## src/rtl/sched_pkg.sv

```systemverilog
package sched_pkg;
    // Tapped filter outputs: stage index and I/Q select, in strobe bit order.
    localparam int NUM_TAPS = 6;
    localparam int TAP_STAGE [NUM_TAPS] = '{2, 3, 8, 8, 13, 13};
    localparam int TAP_IQ    [NUM_TAPS] = '{0, 1, 0, 1, 0, 1};
endpackage

```

## src/rtl/sched_lowest_one.sv

```systemverilog
// Finds the lowest set bit of a vector and reports its index.
module sched_lowest_one #(
    parameter int W  = 14,
    localparam int IW = (W > 1) ? $clog2(W) : 1
) (
    input  logic [W-1:0]  vec_i,
    output logic [IW-1:0] idx_o,
    output logic          any_o
);
    always_comb begin
        idx_o = '0;
        any_o = |vec_i;
        for (int i = W - 1; i >= 0; i--) begin
            if (vec_i[i]) idx_o = IW'(i);
        end
    end
endmodule

```

## src/rtl/sched_tap_match.sv

```systemverilog
// Compares the current page against each tapped page and qualifies with done.
module sched_tap_match
    import sched_pkg::*;
#(
    parameter int PAGE_W = 5
) (
    input  logic [PAGE_W-1:0]   page_i,
    input  logic                vld_i,
    input  logic                done_i,
    output logic [NUM_TAPS-1:0] hit_o
);
    for (genvar j = 0; j < NUM_TAPS; j++) begin : g_tap
        localparam logic [PAGE_W-1:0] TP = PAGE_W'(TAP_STAGE[j] * 2 + TAP_IQ[j]);
        assign hit_o[j] = vld_i && done_i && (page_i == TP);
    end
endmodule

```

## src/rtl/decim_slot_sched.sv

```systemverilog
module decim_slot_sched #(
    parameter int NUM_STAGES       = 14,
    parameter int SLOT_CYCLES      = 18,
    parameter int SLOTS_PER_SAMPLE = 4,
    localparam int STG_W    = $clog2(NUM_STAGES),
    localparam int PAGE_W   = STG_W + 1,
    localparam int NUM_TAPS = sched_pkg::NUM_TAPS
) (
    input  logic                clk,
    input  logic                rst_n,
    input  logic                smp_vld_i,
    input  logic                done_i,
    output logic                start_o,
    output logic [PAGE_W-1:0]   page_o,
    output logic                slot_vld_o,
    output logic [NUM_TAPS-1:0] tap_rdy_o
);
    localparam int CTR_W = NUM_STAGES + 1;
    localparam int CYC_W = (SLOT_CYCLES > 1) ? $clog2(SLOT_CYCLES) : 1;
    localparam int SLT_W = (SLOTS_PER_SAMPLE > 1) ? $clog2(SLOTS_PER_SAMPLE) : 1;

    typedef struct packed {
        logic                active;
        logic [CYC_W-1:0]    cyc;
        logic [SLT_W-1:0]    slot;
        logic [CTR_W-1:0]    ctr;
        logic [PAGE_W-1:0]   page;
        logic                slot_vld;
        logic                start;
        logic [NUM_TAPS-1:0] tap;
    } state_t;

    state_t st_d, st_q;
    logic [STG_W-1:0] stage_idx;
    logic             stage_any;
    logic [NUM_TAPS-1:0] tap_hit;
    logic             slot_begin;

    // Stage select: lowest set bit of the counter above the I/Q bit.
    sched_lowest_one #(.W(NUM_STAGES)) u_lsb (
        .vec_i (st_q.ctr[CTR_W-1:1]),
        .idx_o (stage_idx),
        .any_o (stage_any)
    );

    sched_tap_match #(.PAGE_W(PAGE_W)) u_tap (
        .page_i (st_q.page),
        .vld_i  (st_q.slot_vld),
        .done_i (done_i),
        .hit_o  (tap_hit)
    );

    always_comb begin
        st_d       = st_q;
        st_d.start = 1'b0;
        st_d.tap   = tap_hit;
        slot_begin = 1'b0;
        if (smp_vld_i) begin
            slot_begin = 1'b1;
            st_d.slot  = '0;
        end else if (st_q.active && st_q.cyc == CYC_W'(SLOT_CYCLES - 1)) begin
            if (st_q.slot == SLT_W'(SLOTS_PER_SAMPLE - 1)) begin
                st_d.active   = 1'b0;
                st_d.slot_vld = 1'b0;
                st_d.page     = '0;
            end else begin
                slot_begin = 1'b1;
                st_d.slot  = st_q.slot + 1'b1;
            end
        end else if (st_q.active) begin
            st_d.cyc = st_q.cyc + 1'b1;
        end
        if (slot_begin) begin
            st_d.active   = 1'b1;
            st_d.cyc      = '0;
            st_d.ctr      = st_q.ctr + 1'b1;
            st_d.page     = stage_any ? {stage_idx, st_q.ctr[0]} : '0;
            st_d.slot_vld = stage_any;
            st_d.start    = stage_any;
        end
    end

    always_ff @(posedge clk) begin
        if (!rst_n) st_q <= '0;
        else        st_q <= st_d;
    end

    assign start_o    = st_q.start;
    assign page_o     = st_q.page;
    assign slot_vld_o = st_q.slot_vld;
    assign tap_rdy_o  = st_q.tap;
endmodule

```

## config.mk

```make
export PLATFORM = sky130hd
export DESIGN_NAME = decim_slot_sched
export DESIGN_NICKNAME = d
export VERILOG_FILES = /design/src/rtl/sched_pkg.sv /design/src/rtl/sched_lowest_one.sv /design/src/rtl/sched_tap_match.sv /design/src/rtl/decim_slot_sched.sv
export SDC_FILE = /design/constraint.sdc
export NUM_CORES = 1
export LEC_CHECK = 0
export BUFFER_PORTS_ARGS = -buffer_cell sky130_fd_sc_hd__clkbuf_2
export CAP_MARGIN = 20
export CORE_UTILIZATION = 45
export DETAILED_ROUTE_END_ITERATION = 10
export PLACE_DENSITY = 0.69
export SLEW_MARGIN = 20
export SYNTH_ARGS = -nofsm -noshare
export SYNTH_HDL_FRONTEND = slang
export SYNTH_SLANG_ARGS = --single-unit
```

## constraint.sdc

```tcl
create_clock -name clk -period 2.2 [get_ports clk]
set_input_delay 0.22 -clock clk [delete_from_list [all_inputs] [get_ports clk]]
set_output_delay 0.22 -clock clk [all_outputs]
set_load 0.005 [all_outputs]
```

## Yosys cells after proc, flatten, opt, wreduce, memory -nomap -nowiden

Cells that the tools add are included.

| word-level totals | value |
|---|---|
| bits in latches | 0 |
| bits of input ports | 4 |
| memories kept | 0 |
| RAM bits | 0 |
| bits in registers | 36 |
| logic and storage cells | 69 |
| ROM bits | 0 |

| cells by class | value |
|---|---|
| magnitude comparators | 0 |
| equal/unequal tests | 9 |
| muxes and demuxes | 28 |
| $mul | 0 |
| $add $sub $neg | 3 |
| div/mod/pow operators | 0 |
| shifts and indexed selects | 0 |
| reduce and logical (&&, ||, !) cells | 17 |
| bitwise logic cells | 4 |

Operator list:

| kind | count |
|---|---|
| $mux 4 | 14 |
| $mux 6 | 5 |
| $eq 5x5->1 const B | 5 |
| $add 15x1->15 const B | 1 |
| $mux 5 | 3 |
| $reduce_or 14->1 | 1 |
| $eq 5x3->1 const B | 2 |
| $logic_and 1x1->1 | 8 |
| $mux 7 | 1 |
| $reduce_and 3->1 | 2 |
| $add 5x1->5 const B | 1 |
| $mux 1 | 5 |
| $not 1->1 | 4 |
| $reduce_and 2->1 | 2 |
| $reduce_bool 2->1 | 2 |
| $reduce_or 2->1 | 2 |
| $add 2x1->2 const B | 1 |
| $eq 2x2->1 const B | 1 |
| $ne 2x1->1 const B | 1 |

## Longest topological paths before layout

Gate-level depths: netlist of run 1.

| logic depth | value |
|---|---|
| word-level depth | 16 |
| depth in mapped cells | 7 |
| mapped depth without buffers | 5 |

## Hierarchy

From an unflattened synthesis of run 1, not the netlist that was laid out.

| second synthesis, totals | value |
|---|---|
| cell total of the unflattened synthesis | 201 |
| area total of the unflattened synthesis | 1806.7 µm² |

Modules (own cells, without submodules):

| module | instances | area each (µm²) | seq. area each (µm²) | cells an instance |
|---|---|---|---|---|
| decim_slot_sched | 1 | 1565.3 | 720.7 | 166 |
| sched_lowest_one | 1 | 148.9 | 0.0 | 25 |
| sched_tap_match | 1 | 92.6 | 0.0 | 10 |

## Worst setup path before layout of run 1

Ideal clock, no wire load.

| timing path | value |
|---|---|
| path kind | reg-to-reg |
| start | register st_q[32] in the netlist's numbering |
| end | register st_q[25] in the netlist's numbering |
| clock period less this slack | 1594 ps |
| setup time | 72 ps |
| cell stages (with the launch flop) | 6 |
| data arrival time | 1522 ps |
| path slack | 606 ps |
| data required time | 2128 ps |
| path through | dfxtp_1 -> and4bb_2 -> a31oi_2 -> buf_6 -> or4_1 -> a21oi_1 |

| between the ends | value |
|---|---|
| longest elaborated chain between the ends | 4 |

Ends and longest elaborated chain:

| what | line | source |
|---|---|---|
| start, declared | decim_slot_sched.sv:33 | `state_t st_d, st_q;` |
| start signal, assigned | decim_slot_sched.sv:85 | `else st_q <= st_d;` |
| $eq 5x5->1 | decim_slot_sched.sv:61 | `end else if (st_q.active && st_q.cyc == CYC_W'(SLOT_CYCLES - 1)) begin` |
| $logic_and 1x1->1 | decim_slot_sched.sv:61 |  |
| $mux 1 | decim_slot_sched.sv:61 |  |
| $mux 1 | decim_slot_sched.sv:58 | `if (smp_vld_i) begin` |

Every way passes these cells.
A chain may end at the register's enable or synchronous reset.

## Worst setup path in the final report of run 1

| timing path | value |
|---|---|
| start | register st_q[32] in the netlist's numbering |
| end | register st_q[23] in the netlist's numbering |

Same word-level chain as after synthesis.

==> impl_metrics.yaml, run 1 <==
global_route:
  first_global_vias: 1345
  antenna_found_initial: 0
  grt_max_degree: 32
  grt_pass1_wl_mm: 6.037
  overflow: 0
  grt_usage_pct: 18.90
clock_network:
  clkTransAtPathRegs_ns: 0.08
  clock-sinks: 36
  cts_tree: "yes"
  cts-root-buf: "clkbuf_8"
  worstSkewPairLatency_ns: 0.30
  cts_hold_buf: 0
  htree_levels: 2
  cts_setup_buffers: 0
  cts_buffer_depth: 2
  cts_buffers: 5
  cts_resized: 0
timing:
  worstMarginPinSlew_ns: 0.5131
  fin_tns_setup_ns: 0
  clock.fmax_mhz: 557.4
  finalSetupViolCount: 0
  final.period_utilization_pct: 81.54
  finalMaxSlewViolations: 0
  clock_skew_ns: 0.01046
  final_hold_viol_count: 0
  relSlewSlack_pct: 64.91
  hold_slack_ns: 0.2456
  rsz0062_at_grt: "no"
  min_period_ns: 1.794
floorplanning:
  die-area_mm2: 0.004160
  io_pins: 17
  num_rows: 22
  core_mm2: 0.003716
  chipWidth_um: 64.50
  start_util_pct: 47.31
  die_y_um: 64.50
setup_path:
  worstPathRequired_ns: 2.44
  crit_path_max_incr_delay_ns: 0.48
  ff2ff_setup_slack_ns: 0.41
  critPathKind: "reg2reg"
  regToRegStartpoint: "st_q[32]$_SDFFE_PP0P_"
  crit_start: "st_q[32]$_SDFFE_PP0P_"
  endpoint_kind: "register"
  crit_path_start_kind: "register"
  cp.arrival_ns: 2.03
  crit_slowest_cell: "nor4b_1"
  crit_fanout: 31
  path_cells: "and4bb_2 -> a31oi_2 -> buf_4 -> nor4b_1 -> mux2i_1"
routing:
  drt-initial-drc-count: 116
  ant_nets: 0
  drt_pass1_iterations: 4
  drc: 0
  via_count: 1420
  routed_wl_mm: 3.322
  wire_per_inst_um: 12.93
  via_per_inst: 5.525
logic_synthesis:
  ys_ff_latch: 36
  syn-cell-area_mm2: 0.001758
  ys_seq_area_share_pct: 41.00
  yosys_warnings: 0
  syn-instance-count: 203
  synthFlopType: "dfxtp_1"
  synth-edff-count: 0
  synth_area_per_cell_um2: 8.660
  syn-num-nets: 211
  async_flop_share_pct: 0
  yosysUniqueCellTypes: 40
cells_and_area:
  final_cell_area_mm2: 0.001902
  nets: 216
  fin_util_pct: 51.18
  final_common_cell: "dfxtp_1"
  layout_common_cells: "36 x dfxtp_1, 18 x nor2_1, 17 x a21oi_1, 16 x clkbuf_2, 12 x nand2_1"
  syn2layout_area_growth_pct: 8.185
  antennaDiodeCount: 0
  drive_above_1_share_pct: 14.83
pwr:
  power.density_mw_per_mm2: 690.6
  power_mw: 1.313
  p_leak_nw: 0.6704
  ir_drop_uv: 488.3
hold_path:
  holdCritPathClass: "in2reg"
  hp-start: "rst_n"
run:
  cap_violations: 0
place:
  dp_hpwl_mm: 2.276
  port_buffers: 16
  globalplace.congestion: 0.7895
  dpl-instance-area_mm2: 0.001790
run_status:
  status: "complete, no violations"
routing by layer:
metal	vias up	global-route usage (%)	share of wire (%)
met1	652	24.40	48
met4	0	9.722	1.4
met5	-	0	0
met2	22	28.68	47
li1	743	-	-
met3	3	5.106	3.5
Yosys cell counts (6+ instances only):
master    instances  area share [%]
dfxtp_1          36              41
nor2_1           18             3.8
a21oi_1          17             4.8
nand2_1          12             2.6
buf_4            11             4.7
inv_1             9             1.9
o31ai_1           9             3.8
nand3_1           8             2.3
or4_1             8             3.4
clkbuf_1          7             1.5
o21ai_0           6             1.7
or3_1             6             2.1
logic make-up after synthesis:
logic type               count (synthesis)  synth area share [%]
flip-flops                              36                 41.00
multiplexers                             3                 1.708
adder cells (fa/ha/maj)                  4                 2.847
XOR/XNOR                                 6                 2.989
buffers and inverters                   31                 9.537
AND/OR/NAND/NOR                         80                 25.84
AO/OA/AOI/OAI                           43                 16.09
final cells by class:
type	count	area [um2]
Clock inverter	3	42.54
Multi-Input combinational cell	136	869.6
Tap cell	48	60.06
Sequential cell	36	720.7
Fill cell	371	1814
Clock buffer	5	68.82
Timing Repair Buffer	19	102.6
Inverter	10	37.54
worst paths after layout:
kind                                                to  cells past startpoint
worst max-delay path             st_q[23]$_SDFFE_PN0P_                      5
worst min-delay path             st_q[23]$_SDFFE_PN0P_                      3
worst max register to register   st_q[23]$_SDFFE_PN0P_                      5
worst min register to register  page_o[4]$_SDFFE_PN0P_                      2
report_power, final:
| group | total, mW | internal, mW | switching (mW) |
|---|---|---|---|
| clock | 0.587 | 0.335 | 0.252 |
| sequential | 0.669 | 0.659 | 0.0100 |
| combinational | 0.0570 | 0.0218 | 0.0352 |
| total | 1.31 | 1.02 | 0.297 |
critical path: cells and delay by family, from the launching register on:
kind                   cells  cell delay, ns
multiplexers               1            0.23
AND/OR/NAND/NOR            2            0.84
AO/OA/AOI/OAI              1            0.10
buffers and inverters      1            0.23
flip-flops                 1            0.33
flip-flops by register name, indices dropped and copies added (netlist names):
| name | cells |
|---|---|
| page_o | 5 |
| slot_vld_o | 1 |
| st_q | 23 |
| start_o | 1 |
| tap_rdy_o | 6 |
stage by stage:
stage	setup WS, ns	std cells
after floorplan	0.6063	203
after CTS	0.4327	257
after global placement	0.4717	249
after detailed placement	0.4610	249
final	0.4061	257
after global routing	0.2652	257
(Power assumes the default switching activity.)
==> inputs of run 2 (changes only) <==
PLACE_DENSITY = 0.72   (was 0.69)
clock period = 1.55 ns   (was 2.2 ns; I/O delays follow)
==> run 2 against run 1 <==
  * The flow now finishes with violations (negative setup slack)
  * Non-clock buffer count increased by 30
  * Final cell count increased by 12%
  * Die area unchanged
  * Wire length increased by 19%
  * Register-to-register slack got worse by 0.43 ns
  * Flip-flop and latch count unchanged
  * Critical path type unchanged
  * Largest cell class unchanged
==> impl_metrics.yaml, run 2 (same netlist as run 1, synthesis figures left out) <==
run_status:
  status: "complete, but fails checks"
  violations: "negative setup slack"
floorplanning:
  num_rows: 22
  chipWidth_um: 64.50
  io_pins: 17
  core_mm2: 0.003716
  die-area_mm2: 0.004160
  start_util_pct: 47.31
  die_y_um: 64.50
cells_and_area:
  antennaDiodeCount: 0
  syn2layout_area_growth_pct: 29.61
  largest_reg_flops: 23
  drive_above_1_share_pct: 36.51
  layout_common_cells: "29 x buf_4, 24 x dfxtp_1, 18 x nor2_1, 16 x a21oi_1, 16 x clkbuf_2"
  largest_register: "st_q"
  final_common_cell: "buf_4"
  nets: 248
pwr:
  power.density_mw_per_mm2: 835.6
  p_leak_nw: 0.8550
  clock_power_share_pct: 43.1
  swShare_pct: 22.58
  switchingPower_uw: 430.0
  seqPwrFrac_pct: 49.9
  power_mw: 1.904
  ir_drop_uv: 434.8
  pwr-share-comb_pct: 7.0
  p_int_mw: 1.474
clock_network:
  clock-sinks: 36
  cts_hold_buf: 0
  clkTransAtPathRegs_ns: 0.07
  cts_buffer_depth: 2
  cts-root-buf: "clkbuf_8"
  cts_tree: "yes"
  cts_buffers: 5
  htree_levels: 2
  worstSkewPairLatency_ns: 0.29
hold_path:
  holdCritPathClass: "in2reg"
setup_path:
  critPathKind: "reg2reg"
  endpoint_kind: "register"
  cp.buffers_inverters: 0
  crit_path_max_incr_delay_ns: 0.49
  worstPathRequired_ns: 1.77
  cp.arrival_ns: 1.80
  path_cells: "and4bb_4 -> a31oi_4 -> or4_1 -> a21oi_1"
  crit_path_start_kind: "register"
  cpLargestDelayFamily: "simple AND/OR/NAND/NOR gates"
  crit_slowest_cell: "or4_1"
  crit_fanout: 7
timing:
  rsz0062_at_grt: "yes"
  clock_skew_ns: 0.005654
  finalSetupViolCount: 7
  worstMarginPinSlew_ns: 0.4232
  relSlewSlack_pct: 71.79
  min_period_ns: 1.579
  clock.fmax_mhz: 633.4
  final_hold_viol_count: 0
  setup_ws_ns: -0.02888
  final.period_utilization_pct: 101.9
  finalMaxSlewViolations: 0
routing:
  drt-initial-drc-count: 95
  via_count: 1592
  ant_nets: 0
  via_per_inst: 5.509
  routed_wl_mm: 3.953
  wire_per_inst_um: 13.68
  drc: 0
  drt_pass1_iterations: 4
global_route:
  grt_pass1_wl_mm: 6.886
  first_global_vias: 1525
  grt_usage_pct: 21.54
  overflow: 0
  grt_max_degree: 18
  antenna_found_initial: 0
place:
  globalplace.congestion: 0.8172
  pre_cts_slack_ns: -0.1302
  port_buffers: 16
  dp_hpwl_mm: 2.510
run:
  cap_violations: 0
[run 2: cell count changes in the layout (fill, tap and decap cells not counted), sizes merged]
| cell | change |
|---|---|
| a31oi | +2 |
| buf | +30 |
[run 2: area by class of cell]
cell class              count  area (um2)
clock buffers               5       68.82
clock inverters             3       42.54
fillers                   305        1438
inverters                  10       37.54
multi-input cells         138       988.4
flip-flops and latches     36       738.2
well taps                  48       60.06
repair buffers             49       342.8
[run 2: worst paths after layout]
check	start	endpoint	slack (ns)	cells after the start
setup / recovery	st_q[32]$_SDFFE_PP0P_	st_q[18]$_SDFFE_PN0P_	-0.03	4
hold / removal	rst_n	st_q[23]$_SDFFE_PN0P_	0.18	3
setup reg to reg	st_q[32]$_SDFFE_PP0P_	st_q[18]$_SDFFE_PN0P_	-0.03	4
hold reg to reg	slot_vld_o$_SDFFE_PN0P_	slot_vld_o$_SDFFE_PN0P_	0.50	1
[run 2: power groups by stage]
| stage | sequential, mW | clock (mW) | combinational [mW] |
|---|---|---|---|
| after floorplan | 0.967 | 0 | 0.0609 |
| after global placement | 0.967 | 0 | 0.107 |
| after detailed placement | 0.967 | 0 | 0.110 |
| after CTS | 0.947 | 0.832 | 0.124 |
| after global routing | 0.952 | 0.878 | 0.147 |
| final | 0.950 | 0.821 | 0.133 |
[run 2: routing by layer]
layer	GRT usage [%]	vias to the layer above	part of all wire, %
li1	-	816	-
met1	26.22	743	47
met2	36.05	26	49
met3	4.930	7	2.5
met4	9.444	0	1.6
met5	0	-	0
[run 2: what timing repair did]
item,4_1_cts,5_1_grt
setup buffers,2,1
cloned,2,0
endpoints found under the setup margin,20,23
pin swaps,5,8
resized for setup,11,22
hold endpoints to repair,0,0
[run 2: metrics by stage]
| stage | hold WS, ns | util, % | area, um2 | instances | setup TNS [ns] |
|---|---|---|---|---|---|
| 2_1_floorplan | 0.3022 | - | 1777 | 203 | 0 |
| 3_3_place_gp | 0.4797 | 54.07 | 2009 | 276 | -0.8043 |
| 3_5_place_dp | 0.4861 | 54.07 | 2009 | 276 | -1.319 |
| 4_1_cts | 0.1768 | 59.06 | 2195 | 288 | -0.1231 |
| 5_1_grt | 0.1975 | 61.31 | 2278 | 289 | -0.8588 |
| 6_report | 0.1805 | 61.31 | 2278 | 289 | -0.09557 |
[run 2: worst reg2reg max path, cell delays in order, from the launching register on]
cell and delay (ns):
dfxtp_2 0.32, and4bb_4 0.40, a31oi_4 0.16, or4_1 0.50
a21oi_1 0.13
==> inputs of run 3 (changes only) <==
PLACE_DENSITY = 0.66   (was 0.72)
==> run 3 against run 2 <==
  * The run still ends with negative setup slack left
  * Clock power up 2%
  * Wire length is 15% higher
  * Critical path type unchanged
  * Power up 0.69%
  * Clock skew up 0.0032 ns
  * Combinational power is essentially flat
  * Critical endpoint is now st_q[22]$_SDFFE_PN0P_
  * Final area is 0.44% higher
  * Register-to-register slack got worse by 0.05 ns
  * Worst setup slack worse by 0.055 ns
  * Core utilization increased by 0.27 points
==> impl_metrics.yaml, run 3 (same netlist as run 1, synthesis figures left out) <==
pwr:
  p_leak_nw: 0.8696
  power.density_mw_per_mm2: 837.7
  ir_drop_uv: 413.8
  power_mw: 1.917
clock_network:
  clock-sinks: 36
  cts_tree: "yes"
  cts_hold_buf: 0
  cts-root-buf: "clkbuf_8"
  clkTransAtPathRegs_ns: 0.07
  cts_buffer_depth: 2
  worstSkewPairLatency_ns: 0.30
  cts_buffers: 5
  htree_levels: 2
timing:
  final.period_utilization_pct: 105.4
  setup_ws_ns: -0.08348
  finalMaxSlewViolations: 0
  final_hold_viol_count: 0
  relSlewSlack_pct: 60.48
  clock.fmax_mhz: 612.2
  rsz0062_at_grt: "yes"
  worstMarginPinSlew_ns: 0.5909
  finalSetupViolCount: 5
  clock_skew_ns: 0.008808
  min_period_ns: 1.633
place:
  dpl.cell_count: 281
  globalplace.congestion: 0.8305
  pre_cts_slack_ns: -0.1512
  port_buffers: 16
  dpl-instance-area_mm2: 0.002047
  dp_hpwl_mm: 2.933
cells_and_area:
  syn2layout_area_growth_pct: 30.18
  largest_register: "st_q"
  n_fill_cell: 322
  layout_common_cells: "38 x buf_4, 27 x dfxtp_1, 18 x nor2_1, 16 x clkbuf_2, 13 x a21oi_1"
  final_cells: 295
  final_common_cell: "buf_4"
  final_cell_area_mm2: 0.002288
  multi_input_area_um2: 968.4
  drive_above_1_share_pct: 37.25
  antennaDiodeCount: 0
  largest_reg_flops: 23
  fin_util_pct: 61.58
  seq_area_um2: 734.5
  nets: 254
routing:
  via_count: 1751
  drt_pass1_iterations: 4
  ant_nets: 0
  routed_wl_mm: 4.555
  drt-initial-drc-count: 141
  drc: 0
  wire_per_inst_um: 15.44
  via_per_inst: 5.936
hold_path:
  holdCritPathClass: "in2reg"
setup_path:
  cp.arrival_ns: 1.87
  crit_fanout: 7
  r2r-end: "st_q[22]$_SDFFE_PN0P_"
  worstPathRequired_ns: 1.78
  crit_slowest_cell: "or4_4"
  crit_path_end: "st_q[22]$_SDFFE_PN0P_"
  crit_path_max_incr_delay_ns: 0.56
  critPathKind: "reg2reg"
  crit_start: "st_q[33]$_SDFFE_PP0P_"
  ff2ff_path_depth: 4
  ff2ff_setup_slack_ns: -0.08
  regToRegStartpoint: "st_q[33]$_SDFFE_PP0P_"
  path_cells: "and4bb_4 -> a31oi_4 -> or4_4 -> a21oi_2"
  endpoint_kind: "register"
  crit_path_start_kind: "register"
global_route:
  grt_pass1_wl_mm: 7.638
  grt_max_degree: 18
  antenna_found_initial: 0
  overflow: 0
  first_global_vias: 1678
  grt_usage_pct: 23.89
floorplanning:
  io_pins: 17
  core_mm2: 0.003716
  chipWidth_um: 64.50
  start_util_pct: 47.31
  die-area_mm2: 0.004160
  die_y_um: 64.50
  num_rows: 22
run:
  cap_violations: 0
run_status:
  violations: "negative setup slack"
  status: "complete, but fails checks"
## run 3: cell type report
type / count / area share, %
inverters: 10 / 1.640
well taps: 48 / 2.624
repair buffers: 55 / 16.46
flip-flops and latches: 36 / 32.09
clock buffers: 5 / 3.007
multi-input cells: 138 / 42.32
clock inverters: 3 / 1.859
## run 3: power by group
group	switching, mW	leakage [nW]	internal (mW)
Sequential	0.0100	0.295	0.936
Clock	0.363	0.0541	0.476
Combinational	0.0722	0.520	0.0601
## run 3: through the flow
stage / hold slack [ns] / setup TNS (ns)
after floorplan: 0.3022 / 0
after global placement: 0.4810 / -0.3946
after detailed placement: 0.4888 / -1.313
after CTS: 0.2024 / -0.1593
after global routing: 0.2253 / -0.9119
final: 0.2035 / -0.1603
## run 3: timing repair
item / in CTS / in global routing
setup endpoints to repair: 19 / 20
cloned: 2 / 1
gates resized for setup: 11 / 18
setup buffers: 2 / 1
pin swaps: 6 / 12
## run 3: critical path: cells and delay by family (launching register included)
kind               cells  cell delay, ns
AOI/OAI and AO/OA      2            0.29
and+or+nand+nor        2            0.95
DFF                    1            0.32
## run 3: routing by layer
| metal | part of all wire, % | GRT usage (%) | vias to the layer above | wire length [um] |
|---|---|---|---|---|
| li1 | - | - | 822 | - |
| met1 | 42 | 27.76 | 838 | 1893 |
| met2 | 49 | 39.47 | 74 | 2249 |
| met3 | 5.9 | 5.986 | 17 | 268 |
| met4 | 3.2 | 14.17 | 0 | 144 |
| met5 | 0 | 0 | - | 0 |
## run 3: worst min path at each step
stage / start / end / cells after the start
2_1_floorplan: rst_n / st_q[23]$_SDFFE_PN0P_ / 2
3_3_place_gp: page_o[4]$_SDFFE_PN0P_ / page_o[4]$_SDFFE_PN0P_ / 2
3_5_place_dp: page_o[4]$_SDFFE_PN0P_ / page_o[4]$_SDFFE_PN0P_ / 2
4_1_cts: rst_n / st_q[23]$_SDFFE_PN0P_ / 3
5_1_grt: rst_n / st_q[23]$_SDFFE_PN0P_ / 3
6_report: rst_n / st_q[23]$_SDFFE_PN0P_ / 3
